===== src/rtl/alu_rip_pkg.sv =====
package alu_rip_pkg;

    typedef enum logic [1:0] {
        OP_AND = 2'b00,
        OP_OR  = 2'b01,
        OP_ADD = 2'b10,
        OP_SLT = 2'b11
    } alu_op_e;

    typedef struct packed {
        logic zero;
        logic cout;
        logic ovf;
    } alu_flags_t;

    function automatic logic fa_sum(input logic x, input logic y, input logic c);
        return x ^ y ^ c;
    endfunction

    function automatic logic fa_carry(input logic x, input logic y, input logic c);
        return (x & y) | (x & c) | (y & c);
    endfunction

    function automatic logic slice_mux(input alu_op_e op, input logic and_v,
                                       input logic or_v, input logic sum_v,
                                       input logic less_v);
        logic r;
        unique case (op)
            OP_AND:  r = and_v;
            OP_OR:   r = or_v;
            OP_ADD:  r = sum_v;
            default: r = less_v;
        endcase
        return r;
    endfunction

endpackage


===== src/rtl/alu_bit_slice.sv =====
module alu_bit_slice
    import alu_rip_pkg::*;
(
    input  logic    a,
    input  logic    b,
    input  logic    b_inv,
    input  logic    cin,
    input  logic    less,
    input  alu_op_e op,
    output logic    res,
    output logic    cout
);
    logic b_eff;

    always_comb begin
        b_eff = b ^ b_inv;
        cout  = fa_carry(a, b_eff, cin);
        res   = slice_mux(op, a & b_eff, a | b_eff, fa_sum(a, b_eff, cin), less);
    end
endmodule


===== src/rtl/alu_msb_slice.sv =====
module alu_msb_slice
    import alu_rip_pkg::*;
(
    input  logic    a,
    input  logic    b,
    input  logic    b_inv,
    input  logic    cin,
    input  alu_op_e op,
    output logic    res,
    output logic    cout,
    output logic    ovf_raw,
    output logic    lt_set
);
    logic b_eff;
    logic sum_bit;

    always_comb begin
        b_eff   = b ^ b_inv;
        sum_bit = fa_sum(a, b_eff, cin);
        cout    = fa_carry(a, b_eff, cin);
        // overflow: carry entering the sign bit disagrees with carry leaving it
        ovf_raw = cin ^ cout;
        // corrected less-than: sign of the difference, flipped when it wrapped
        lt_set  = sum_bit ^ ovf_raw;
        // the top slice's less input is always 0
        res     = slice_mux(op, a & b_eff, a | b_eff, sum_bit, 1'b0);
    end
endmodule


===== src/rtl/alu_flag_unit.sv =====
module alu_flag_unit
    import alu_rip_pkg::*;
#(
    parameter int WIDTH = 32
) (
    input  logic [WIDTH-1:0] res,
    input  alu_op_e          op,
    input  logic             cout_raw,
    input  logic             ovf_raw,
    output alu_flags_t       flags
);
    always_comb begin
        flags.zero = ~(|res);
        flags.cout = cout_raw;
        flags.ovf  = (op == OP_ADD) ? ovf_raw : 1'b0;
    end
endmodule


===== src/rtl/ripple_slt_alu.sv =====
module ripple_slt_alu
    import alu_rip_pkg::*;
#(
    parameter int WIDTH = 32
) (
    input  logic             clk,
    input  logic             rst,
    input  logic [WIDTH-1:0] a_in,
    input  logic [WIDTH-1:0] b_in,
    input  logic             b_invert,
    input  logic             carry_in,
    input  logic [1:0]       op_sel,
    output logic [WIDTH-1:0] result,
    output logic             zero,
    output logic             carry_out,
    output logic             overflow
);
    localparam int MSB = WIDTH - 1;

    alu_op_e          op;
    logic             carry_chain [WIDTH+1];
    logic             res_bit     [WIDTH];
    logic [WIDTH-1:0] res_comb;
    logic             lt_set;
    logic             ovf_raw;
    alu_flags_t       flags_comb;
    alu_flags_t       flags_q;

    assign op             = alu_op_e'(op_sel);
    assign carry_chain[0] = carry_in;

    generate
        if (WIDTH < 2) begin : g_bad_width
            initial $error("ripple_slt_alu needs WIDTH >= 2");
        end

        for (genvar i = 0; i < MSB; i++) begin : g_slice
            logic less_in;
            if (i == 0) begin : g_lsb
                assign less_in = lt_set;
            end else begin : g_mid
                assign less_in = 1'b0;
            end
            alu_bit_slice u_slice (
                .a     (a_in[i]),
                .b     (b_in[i]),
                .b_inv (b_invert),
                .cin   (carry_chain[i]),
                .less  (less_in),
                .op    (op),
                .res   (res_bit[i]),
                .cout  (carry_chain[i+1])
            );
        end
    endgenerate

    alu_msb_slice u_msb (
        .a       (a_in[MSB]),
        .b       (b_in[MSB]),
        .b_inv   (b_invert),
        .cin     (carry_chain[MSB]),
        .op      (op),
        .res     (res_bit[MSB]),
        .cout    (carry_chain[WIDTH]),
        .ovf_raw (ovf_raw),
        .lt_set  (lt_set)
    );

    always_comb begin
        for (int k = 0; k < WIDTH; k++) begin
            res_comb[k] = res_bit[k];
        end
    end

    alu_flag_unit #(.WIDTH(WIDTH)) u_flags (
        .res      (res_comb),
        .op       (op),
        .cout_raw (carry_chain[WIDTH]),
        .ovf_raw  (ovf_raw),
        .flags    (flags_comb)
    );

    always_ff @(posedge clk) begin
        if (rst) begin
            result  <= '0;
            flags_q <= '{zero: 1'b1, cout: 1'b0, ovf: 1'b0};
        end else begin
            result  <= res_comb;
            flags_q <= flags_comb;
        end
    end

    assign zero      = flags_q.zero;
    assign carry_out = flags_q.cout;
    assign overflow  = flags_q.ovf;

    // ---------------- assertions ----------------
    assert_and_bits_R1: assert property (@(posedge clk) disable iff (rst)
        (op_sel == 2'b00 && !b_invert) |=> (result == $past(a_in & b_in)));

    assert_or_bits_R2: assert property (@(posedge clk) disable iff (rst)
        (op_sel == 2'b01 && !b_invert) |=> (result == $past(a_in | b_in)));

    assert_slt_signed_R5: assert property (@(posedge clk) disable iff (rst)
        (op_sel == 2'b11 && b_invert && carry_in)
        |=> (result[0] == ($signed($past(a_in)) < $signed($past(b_in)))));

    assert_slt_upper_zero_R5: assert property (@(posedge clk) disable iff (rst)
        (op_sel == 2'b11) |=> (result[MSB:1] == '0));

    assert_no_overflow_R7: assert property (@(posedge clk) disable iff (rst)
        (op_sel != 2'b10) |=> !overflow);

    assert_zero_flag_R8: assert property (@(posedge clk) disable iff (rst)
        zero == (result == '0));

    assert_reset_values_R9: assert property (@(posedge clk)
        rst |=> (result == '0 && zero && !carry_out && !overflow));

endmodule


===== config.mk =====
export PLATFORM = sky130hd
export DESIGN_NAME = ripple_slt_alu
export DESIGN_NICKNAME = d
export VERILOG_FILES = /design/src/rtl/alu_rip_pkg.sv /design/src/rtl/alu_bit_slice.sv /design/src/rtl/alu_msb_slice.sv /design/src/rtl/alu_flag_unit.sv /design/src/rtl/ripple_slt_alu.sv
export SDC_FILE = /design/constraint.sdc
export NUM_CORES = 1
export LEC_CHECK = 0
export BUFFER_PORTS_ARGS = -buffer_cell sky130_fd_sc_hd__buf_4
export CELL_PAD_IN_SITES_DETAIL_PLACEMENT = 1
export CELL_PAD_IN_SITES_GLOBAL_PLACEMENT = 1
export CORE_ASPECT_RATIO = 1.5
export CORE_MARGIN = 2
export CORE_UTILIZATION = 42
export CTS_CLUSTER_SIZE = 14
export DETAILED_ROUTE_END_ITERATION = 8
export MAX_ROUTING_LAYER = met4
export PLACE_DENSITY = 0.87
export RECOVER_POWER = 50
export SLEW_MARGIN = 20
export SYNTH_ARGS = -nofsm -noshare
export SYNTH_HDL_FRONTEND = slang
export SYNTH_HIERARCHICAL = 1
export SYNTH_SLANG_ARGS = --single-unit

===== constraint.sdc =====
create_clock -name clk -period 26 [get_ports clk]
set_input_delay 6.5 -clock clk [delete_from_list [all_inputs] [get_ports clk]]
set_output_delay 6.5 -clock clk [all_outputs]
set_load 0.03 [all_outputs]

# [Word level (Yosys, flattened, before mapping)]
# Cells that the tools add are included.
[totals] word_cells=333 in_bits=70 reg_bits=35 output_inout_bits=35
[op_classes] n_bitwise=292 muxes=32 eq_ne=2 n_reduce_logical=3
[op_table] cell="1-bit bitwise XOR" count=98
[op_table] cell="1-bit AND" count=96
[op_table] cell="1-bit OR" count=96
[op_table] cell="1-bit case mux with 3 select lines" count=32
[op_table] cell="32-bit OR reduction" count=1
[op_table] cell="2-bit by 1-bit equality test with 1-bit output, second input constant" count=1
[op_table] cell="2-bit equality test, second input constant" count=1
[op_table] cell="2-bit zero test" count=1
[op_table] cell="1-bit inverter" count=2
[op_table] cell="2-bit OR reduction" count=1

# [Depth between registers and ports, before layout]
[depth] depth_word=102 ltp_mapped=39 depth_no_buf=39

# [Modules after synthesis]
# Netlist, hierarchy kept.
[modules_own_cells] module="alu_bit_slice" cells_each=8 seq_area_each_um2=0.0 area_per_inst_um2=87.6 instances=31
[modules_own_cells] module="ripple_slt_alu" cells_each=74 seq_area_each_um2=700.7 area_per_inst_um2=945.9 instances=1
[modules_own_cells] module="alu_msb_slice" cells_each=13 seq_area_each_um2=0.0 area_per_inst_um2=118.9 instances=1
[modules_own_cells] module="alu_flag_unit" cells_each=14 seq_area_each_um2=0.0 area_per_inst_um2=87.6 instances=1

# [Least setup slack after synthesis]
# No wires, ideal clock.
[synth_path] kind="in2reg" startpoint="in b_invert" endpoint="reg flags_q (netlist bit zero)" slack_ps=5182 cell_stages=39 setup_time_ps=120 arrival_time_ps=20698 cell_sequence="xor2_1 fa_1 fa_1 fa_1 fa_1 fa_1 fa_1 fa_1 fa_1 fa_1 fa_1 fa_1 fa_1 fa_1 fa_1 fa_1 fa_1 fa_1 [3 not listed] fa_1 fa_1 fa_1 fa_1 fa_1 fa_1 fa_1 fa_1 fa_1 fa_1 fa_1 inv_1 fa_1 o32ai_1 nor4_1 nand4_1 nor2_1 or2_1"
[synth_rtl] item="start, declared" line_no="ripple_slt_alu.sv:10" source="input logic b_invert,"
[synth_rtl] item="end signal, assigned" line_no="ripple_slt_alu.sv:86" source="flags_q <= '{zero: 1'b1, cout: 1'b0, ovf: 1'b0};"
[synth_rtl] item="end signal, assigned" line_no="ripple_slt_alu.sv:89" source="flags_q <= flags_comb;"
[synth_rtl] item="end, declared" line_no="ripple_slt_alu.sv:27" source="alu_flags_t flags_q;"

==> flow_summary.toml <==
[outcome]
status = "completed"

[sta]
relSlewSlack_pct = 57.28
finalSetupTns_ns = 0
slew_viol_final = 0
holdWs_ns = 6.623
hold_viol_final = 0
period_share_pct = 82.50
setup_viol_count_final = 0
rsz0062_at_grt = "false"
fmax_ghz = 0.04662
finalCriticalPeriod_ns = 21.45
max_slew.worst_pin.slew_ns = 0.6409

[setup_path]
cp_common_cell = "fa_1"
cp_slowest_cell = "fa_1"
critPathMaxFanout = 31
endpoint_kind = "register"
startpoint_type = "primary input"
crit_type = "primary input to register"
cp_slowest_stage_delay_ns = 0.50
crit_family = "adder cells"
worstPathRequired_ns = 26.18
critPathArrivalTime_ns = 21.63
critPathBufInv = 3

[yosys]
synthSimpleGateAreaFrac_pct = 8.185
ys_types = 21
synth-compound-area-share_pct = 0.2265
synthAdderAreaFrac_pct = 37.79
synth_top_family_by_area = "adder cells"
yosysSeqAreaShare_pct = 18.12
ys_ff_latch = 35
avgSynthCellArea_sq_um = 11.08
synth-xor-area-share_pct = 7.473
muxShareOfSynthArea_pct = 18.05
postSynthCellCount = 349
syn_area_sq_um = 3867
yosysWarnings = 6

[floorplanning]
die_w_microns = 82.35
start_util_pct = 43.55
die_h_microns = 121.5
row_count = 42
die_area_sq_um = 10010
pin_count = 105
core_sq_um = 8881

[placement]
portBuffers = 104
dpl.cell_count = 589
dpl_cell_area_sq_um = 4873
place_congestion = 0.8224
dp_hpwl_microns = 8405

[cts]
cts_tree = "done"
clk_path_buf_depth = 2
clock-sinks = 35
cts-root-buf = "clkbuf_16"
postCtsSetupRepairBufs = 0
path_clk_slew_ns = 0.06
postCtsHoldBufs = 0
htreeDepth = 2
numCtsBuffers = 5
cts_resized = 0

[cells_and_area]
finalNetCount = 653
diodes = 0
design_area_sq_um = 4902
syn_to_final_growth_pct = 26.76
utilization_pct = 55.20
final_common_cell = "inv_1"
drive_gt1_share_pct = 22.59
mostFrequentLayoutCells = "96 x inv_1, 70 x buf_4, 64 x ha_1"
final_cells = 597

[worst_hold_path]
hold_path_class = "primary input to register"
whs_path_depth = 2
hold_end = "result[22]"
min_from = "rst"

[flow_run]
cap_viol_max_count = 0

[global_routing]
grt.total_usage_pct = 22.61
grt_first_pass_wirelength_microns = 16170
grt.overflow.total = 0
grt_pass1_vias = 3295
grt_max_degree = 36
antenna_found_initial = 0

[drt]
drc = 0
wl_per_cell_microns = 17.26
final_antenna_net_count = 0
finalWirelength_microns = 10300
drtIter0Drc = 105
via_per_inst = 4.762
dr.pass1.iters = 4
num_vias = 2843

[power_and_ir_drop]
pwr_density_cell_nw_per_um2 = 45.46
p_leak_nw = 2.456
vdd_drop_max_mv = 0.04512
==> through the flow <==
| stage | power (mW) | setup slack [ns] |
|---|---|---|
| after floorplan | 0.1234 | 5.182 |
| after global placement | 0.1577 | 4.569 |
| after detailed placement | 0.1653 | 4.229 |
| after CTS | 0.2301 | 4.411 |
| after global routing | 0.2359 | 3.968 |
| final | 0.2229 | 4.550 |
==> cells in the mapped netlist <==
cell / n / area (sq um)
nor4_2: 1 / 12.51
buf_4: 1 / 7.510
nor2b_1: 33 / 206.5
or2_1: 1 / 6.260
nor4_1: 7 / 43.79
nand2b_1: 1 / 6.260
o32ai_1: 1 / 8.760
ha_1: 64 / 800.8
nor2_1: 3 / 11.26
buf_2: 2 / 10.01
dfxtp_1: 35 / 700.7
and2b_1: 1 / 7.510
fa_1: 33 / 660.6
nand2_1: 1 / 3.750
conb_1: 1 / 3.750
inv_1: 96 / 360.4
mux4_2: 31 / 698.2
buf_6: 1 / 11.26
xor2_1: 33 / 289.0
and2_1: 1 / 6.260
nand4_1: 2 / 12.51
==> sequential cells by signal, summed over array words and instances (netlist names) <==
name       cells
zero           1
result        32
carry_out      1
overflow       1
==> where the power goes <==
part | internal (mW) | switching [mW]
clock network | 0.0407 | 0.0236
registers | 0.0600 | 0.00210
logic | 0.0409 | 0.0555
total | 0.142 | 0.0812
==> how the worst max path moves through the flow <==
stage                      end      from  depth (start not counted)  slack (ns)
final                     zero  b_invert                         40        4.55
after global routing      zero  b_invert                         40        3.97
after CTS                 zero  b_invert                         40        4.41
after detailed placement  zero  b_invert                         40        4.23
after global placement    zero  b_invert                         40        4.57
after floorplan           zero  b_invert                         39        5.18
==> cells by family (layout without fill, tap and decap cells) <==
group           Yosys count  count (layout)
buf+inv                 100             209
fa+ha+maj                97              97
simple gates             51              51
flops                    35              35
xor+xnor                 33              33
mux                      31              31
other cells               1              30
compound gates            1               1
==> cell type report <==
class                      instances  area, sq um
fill                            1026         3979
multi-input combinational        243         2887
sequential                        35        700.7
timing repair buffer             105        656.9
inverter                          96        360.3
clock buffer                       7        152.6
tap                              110        137.6
clock inverter                     1        7.507
==> per-layer routing <==
layer  vias to the layer above  part of all wire [%]  global-route usage, %
met5                         -                     0                      -
met4                         0                   2.8                  8.438
met2                        72                    59                  44.10
met3                        18                   3.5                  2.604
met1                      1445                    34                  21.56
li1                       1308                     -                      -
(Power assumes the default switching activity.)
